## config.mk

```make
export PLATFORM = sky130hd
export DESIGN_NAME = dram_cmd_timer
export DESIGN_NICKNAME = d
export VERILOG_FILES = /design/src/rtl/dram_cmd_timer.sv
export SDC_FILE = /design/constraint.sdc
export NUM_CORES = 1
export LEC_CHECK = 0
export BUFFER_PORTS_ARGS = -buffer_cell sky130_fd_sc_hd__buf_2
export CAP_MARGIN = 20
export CORE_AREA = 2 2 116 118
export CTS_BUF_LIST = sky130_fd_sc_hd__clkbuf_16
export CTS_CLUSTER_DIAMETER = 150
export CTS_CLUSTER_SIZE = 28
export DETAILED_ROUTE_END_ITERATION = 7
export DIE_AREA = 0 0 118 120
export GPL_TIMING_DRIVEN = 0
export PLACE_DENSITY = 0.67
export SLEW_MARGIN = 40
export SYNTH_ARGS = -nofsm -noshare
export SYNTH_HDL_FRONTEND = slang
export SYNTH_SLANG_ARGS = --single-unit
```

## constraint.sdc

```tcl
create_clock -name clk -period 3.5 [get_ports clk]
set_input_delay 0.7 -clock clk [delete_from_list [all_inputs] [get_ports clk]]
set_output_delay 0.7 -clock clk [all_outputs]
set_load 0.02 [all_outputs]
```

## src/rtl/dram_cmd_timer.sv

```systemverilog
module dram_cmd_timer #(
  parameter int NBANK   = 4,
  parameter int ROW_W   = 4,
  parameter int T_CCD   = 2,
  parameter int T_WTR   = 3,
  parameter int T_WTP   = 4,
  parameter int T_RAS   = 5,
  parameter int T_RC    = 10,
  parameter int T_RP    = 3,
  parameter int T_RCD   = 2,
  parameter int T_RCDWR = 1,
  localparam int BW     = (NBANK > 1) ? $clog2(NBANK) : 1
) (
  input  logic                   clk,
  input  logic                   rst_n,
  input  logic [NBANK-1:0]       req_valid,
  input  logic [NBANK*ROW_W-1:0] req_row,
  input  logic [NBANK-1:0]       req_wr,
  output logic                   grant,
  output logic [1:0]             cmd,
  output logic [BW-1:0]          cmd_bank,
  output logic [ROW_W-1:0]       cmd_row
);
  localparam logic [1:0] C_ACT = 2'd0, C_RD = 2'd1, C_WR = 2'd2, C_PRE = 2'd3;

  function automatic int mx(input int a, input int b);
    return (a > b) ? a : b;
  endfunction

  localparam int TMAX = mx(mx(mx(T_CCD, T_WTR), mx(T_WTP, T_RAS)),
                           mx(mx(T_RC, T_RP), mx(T_RCD, T_RCDWR)));
  localparam int CW = (TMAX < 2) ? 1 : $clog2(TMAX);

  function automatic logic [CW-1:0] ld(input int t);
    return (t > 1) ? CW'(t - 1) : '0;
  endfunction

  function automatic logic [CW-1:0] dec(input logic [CW-1:0] v);
    return (v == '0) ? '0 : v - 1'b1;
  endfunction

  logic [NBANK-1:0] open_q;
  logic [ROW_W-1:0] row_q   [NBANK];
  logic [CW-1:0]    rcd_q   [NBANK];
  logic [CW-1:0]    rcdwr_q [NBANK];
  logic [CW-1:0]    ras_q   [NBANK];
  logic [CW-1:0]    rc_q    [NBANK];
  logic [CW-1:0]    rp_q    [NBANK];
  logic [CW-1:0]    wtp_q   [NBANK];
  logic [CW-1:0]    ccd_q, wtr_q;
  logic [BW-1:0]    last_q;

  logic [NBANK-1:0] can_act, can_rd, can_wr, can_pre, elig, hit;
  int               pick;

  always_comb begin
    for (int b = 0; b < NBANK; b++) begin
      hit[b]     = open_q[b] && (row_q[b] == req_row[b*ROW_W +: ROW_W]);
      can_act[b] = req_valid[b] && !open_q[b] && (rp_q[b] == '0) && (rc_q[b] == '0);
      can_rd[b]  = req_valid[b] && hit[b] && !req_wr[b] && (rcd_q[b] == '0)
                   && (ccd_q == '0) && (wtr_q == '0);
      can_wr[b]  = req_valid[b] && hit[b] && req_wr[b] && (rcdwr_q[b] == '0)
                   && (ccd_q == '0);
      can_pre[b] = req_valid[b] && open_q[b] && !hit[b] && (ras_q[b] == '0)
                   && (wtp_q[b] == '0);
    end
  end

  assign elig = can_act | can_rd | can_wr | can_pre;

  always_comb begin
    grant    = 1'b0;
    cmd_bank = '0;
    pick     = 0;
    for (int i = 1; i <= NBANK; i++) begin
      pick = int'(last_q) + i;
      if (pick >= NBANK) pick = pick - NBANK;
      if (!grant && elig[pick]) begin
        grant    = 1'b1;
        cmd_bank = BW'(pick);
      end
    end
  end

  assign cmd = can_act[cmd_bank] ? C_ACT :
               can_rd[cmd_bank]  ? C_RD  :
               can_wr[cmd_bank]  ? C_WR  : C_PRE;
  assign cmd_row = req_row[int'(cmd_bank)*ROW_W +: ROW_W];

  always_ff @(posedge clk or negedge rst_n) begin
    if (!rst_n) begin
      open_q <= '0;
      ccd_q  <= '0;
      wtr_q  <= '0;
      last_q <= BW'(NBANK - 1);
      for (int b = 0; b < NBANK; b++) begin
        row_q[b]   <= '0;
        rcd_q[b]   <= '0;
        rcdwr_q[b] <= '0;
        ras_q[b]   <= '0;
        rc_q[b]    <= '0;
        rp_q[b]    <= '0;
        wtp_q[b]   <= '0;
      end
    end else begin
      ccd_q <= dec(ccd_q);
      wtr_q <= dec(wtr_q);
      for (int b = 0; b < NBANK; b++) begin
        rcd_q[b]   <= dec(rcd_q[b]);
        rcdwr_q[b] <= dec(rcdwr_q[b]);
        ras_q[b]   <= dec(ras_q[b]);
        rc_q[b]    <= dec(rc_q[b]);
        rp_q[b]    <= dec(rp_q[b]);
        wtp_q[b]   <= dec(wtp_q[b]);
      end
      if (grant) begin
        last_q <= cmd_bank;
        case (cmd)
          C_ACT: begin
            open_q[cmd_bank]  <= 1'b1;
            row_q[cmd_bank]   <= cmd_row;
            ras_q[cmd_bank]   <= ld(T_RAS);
            rc_q[cmd_bank]    <= ld(T_RC);
            rcd_q[cmd_bank]   <= ld(T_RCD);
            rcdwr_q[cmd_bank] <= ld(T_RCDWR);
          end
          C_RD: ccd_q <= ld(T_CCD);
          C_WR: begin
            ccd_q           <= ld(T_CCD);
            wtr_q           <= ld(T_WTR);
            wtp_q[cmd_bank] <= ld(T_WTP);
          end
          default: begin
            open_q[cmd_bank] <= 1'b0;
            rp_q[cmd_bank]   <= ld(T_RP);
          end
        endcase
      end
    end
  end
endmodule


```

==> results.txt <==
- Kind of start point of the critical path: register
- Yosys printed 0 warnings.
- Core Util, Final: 0.667
- Before antenna repair, the detailed router went through 7 iterations.
* Number of antenna violations at the first check in global routing: 0
* Per-cell via count in the routed design: 5.93
- Total number of clock tree sinks: ~130
* Worst r2r path cells: 16
- During placement, the flow inserted port buffers numbering 34.
- Number of synthesized flops with an enable pin: 0
- 35 I/O pins were placed.
- The flow ran to the end, but the final reports show violations.
- Power spread over the standard cell area amounts to ~1100 nW/µm².
* Maximum number of pins on one net before global-route repair: 76
- Traced cell by cell, the critical path runs through or4_4, or4_4, o21ai_4, a31oi_4, a311oi_2, nor3b_4, inv_4, mux2i_4, a31oi_4, buf_6.
- Net Count, Synth: ~700
- Measured along the x axis, the die boundary spans approximately 120 µm.
- Total number of vias: ~5,600
- In this run the critical register-to-register path is captured at row_q[10].
* Core Footprint: roughly 13,000 µm²
- Number of endpoints with negative hold slack in the final report: 0
- Max Cap Violations: 0
- Of all nets on the critical path, the largest fanout is 7.
* Setup violation total in the final timing report: 110
* Setup WS post-layout: -639 ps
- Summed over all failing endpoints, the final setup total negative slack is -40,690 ps.
* Area of the die: 14,200 µm²
* Critical Path End: cmd[1]
* Root Driver: sky130_fd_sc_hd__clkbuf_16
- Mean Syn Cell Area: ~9.7 µm²
- Post-route clock skew: ~9.1 ps
* Remaining global-route overflow: 0
* CTS tree: built
- Maximum vdd ir drop: slightly below 0.7 mV
- Critical Path Sink Type: output port
* Largest buffer count on any clock path: 2
* HPWL after detailed placement: 10,600 µm
* Pins Over Slew Limit: 0
- The worst pin sits at a relative slew slack of 0.523.
- Origin of the worst setup path: rp_q[13]
* Leak pwr: between 3 and 4 nW
- The first routing iteration left between 400 and 500 violations.
- After detailed routing, the total wire length is about 17,000 µm.
* Later-pin clock latency in the skew report: 430 ps
* Cell Area, Synth: about 6300 µm²
- From synthesis to final layout, the design area changed by 36.4%.
* Drt drc: 0
- Effective utilization at floorplan: 0.489
- Num CTS Buffers: 17
- Portion of the post-synthesis area used by sequential elements: 0.497
- At the pin with the least slew margin, the transition time is ~700 ps.
- #FFs+latches synth: between 100 and 150
- Launch instance of the worst register-to-register path: rp_q[13]
- Overall die height: 120 µm
- After layout, the minimum clock period comes to slightly above 4000 ps.
* Count of H-tree levels built during CTS: 4
- Of the cells placed in the final design, the portion with a size suffix greater than 1 is 0.353.
* Post-DR wirelength/cell: 17.6 µm
- Maximum achievable frequency: about 240 MHz
- Summing internal, switching and leakage power gives 0.00983 W.
- Setup repair after global routing missed its margin: true
- The first global-routing pass estimated between 20,000 and 30,000 µm of wire.
- Routability congestion estimate: slightly above 0.9
- Buffers inserted to repair hold after CTS numbered 0.
* Class of the tightest hold or removal check: input pin to asynchronous set/reset pin
* Final #Nets: about 790
* Via count of the first global-routing pass: between 5,000 and 6,000
- The checks that failed: negative setup slack.
* Required arrival time at the worst endpoint: roughly 2800 ps
- Counting every instance in the synthesized netlist gives 654.
- After floorplanning, the core was divided into 42 placement rows.
- At the worst endpoint, the arrival time is around 3400 ps.
* Post-CTS clock slew at the launch and capture registers of the worst setup and hold paths: ~50 ps
* Async SR Flop Fraction: 1.00
* Count of antenna-violating nets left after detailed routing: 0
- The synthesized netlist contains between 70 and 80 unique library cells.
* Slowest-stage cell, CP: sky130_fd_sc_hd__or4_4
* R2r setup slk: -550 ps
- On the worst path, the slowest cell contributes a delay of 530 ps.
- Among all flip-flop cells after synthesis, the most frequent one is sky130_fd_sc_hd__dfrtp_1.
* WS Path Type: register to output port
* All-layer global routing usage: 0.240
- The repair_antennas step left the layout with diodes totalling 0.
- Final worst path period share: 1.18
## area by class of cell
cell class	instances	area, µm²
buffer	12	144
clock buffer	17	425
clock inverter	14	111
fill	988	4320
inverter	11	46.3
multi-input combinational	505	3790
sequential	126	3160
tap	176	220
timing repair buffer	91	758
## timing repair
action / CTS / global route
resized for setup: 92 / 85
pin swaps: 24 / 9
gates cloned: 5 / 2
setup buffers: 38 / 11
setup endpoints to repair: 113 / 113
## metal layers
metal / routed length (µm) / track usage / part of all wire
met5: 0 / 0 / 0
met1: 7040 / 0.286 / 0.42
met3: 723 / 0.0561 / 0.043
met4: 312 / 0.111 / 0.019
met2: 8710 / 0.414 / 0.52
## cell usage after synthesis (all sizes together), types with 3 or more instances
library cell	instances	share of area
dfrtp	124	0.49
nor2	74	0.045
nor3	65	0.051
o21ai	61	0.049
nand2	54	0.032
a21oi	44	0.035
nor4	14	0.021
xor2	12	0.017
clkbuf	11	0.0065
inv	11	0.0065
nand3b	11	0.013
mux2	10	0.020
mux2i	10	0.016
nand3	10	0.0079
and2	9	0.0093
o311a	9	0.014
nor3b	8	0.010
nand4	7	0.0069
o31ai	7	0.0083
a211oi	6	0.0091
or4	6	0.0077
and3	5	0.0049
nand2b	5	0.0049
nor2b	5	0.0049
o211ai	5	0.0059
or2	5	0.0049
a211o	4	0.0055
a21boi	4	0.0047
a31oi	4	0.0049
nor4b	4	0.0055
or4b	4	0.0063
xnor2	4	0.0055
and4	3	0.0041
## cells in the final DEF, fill, tap and decap left out, drive strengths merged, types with 6 or more instances in the layout
cell type and count:
dfrtp 124, buf 98, nor2 74, nor3 65
o21ai 61, nand2 54, a21oi 44, clkbuf 22
inv 14, nor4 14, xor2 12, nand3b 11
mux2i 10, mux2 10, nand3 10, o311a 9
and2 9, clkinv 9, nor3b 8, nand4 7
o31ai 7, or4 6, a211oi 6
## power breakdown
part | leakage, nW | internal (W) | switching, W
clock network | 0.280 | 0.00101 | 0.000609
logic | 1.97 | 0.00296 | 0.00318
registers | 1.70 | 0.00175 | 0.000315
total | 3.95 | 0.00573 | 0.00410
## worst max-delay path: cells and delay by family, from the launching register on
| family | cells | cell delay [ps] |
|---|---|---|
| buf+inv | 2 | 270 |
| flops | 1 | 410 |
| mux | 1 | 220 |
| simple gates | 3 | 1370 |
| compound gates | 4 | 750 |
## through the flow
stage	std cells	hold WS, ps	setup slack (ps)	instance area [µm²]
4_1_cts	939	187	-566	8170
6_report	952	178	-639	8660
2_1_floorplan	654	404	-129	6540
3_3_place_gp	864	470	-941	6930
5_1_grt	952	205	-759	8660
3_5_place_dp	865	481	-1000	6960
## logic make-up after synthesis
family | after synthesis | share of synthesized area
flops | 126 | 0.497
xor+xnor | 16 | 0.0221
simple gates | 297 | 0.251
fa+ha+maj | 2 | 0.00394
mux | 20 | 0.0353
compound gates | 170 | 0.176
buf+inv | 23 | 0.0148
## how the worst min path moves through the flow
stage          startpoint                    endpoint  slack [ps]  depth (start not counted)
2_1_floorplan       rst_n  asynchronous set/reset pin         400                          0
3_3_place_gp     rcd_q[8]                    rcd_q[8]         470                          1
3_5_place_dp     rcd_q[8]                    rcd_q[8]         480                          1
4_1_cts             rst_n                  rcdwr_q[8]         190                          1
5_1_grt             rst_n                  rcdwr_q[8]         210                          1
6_report            rst_n                  rcdwr_q[8]         180                          1
## state kept, by name, indices dropped and copies added, names as in the netlist, named ones only
name     cells
ras_q       16
rc_q        16
rcd_q       16
rcdwr_q     16
row_q       16
rp_q        16
wtp_q       16
ccd_q        4
wtr_q        4
last_q       2
(Power assumes the default switching activity.)
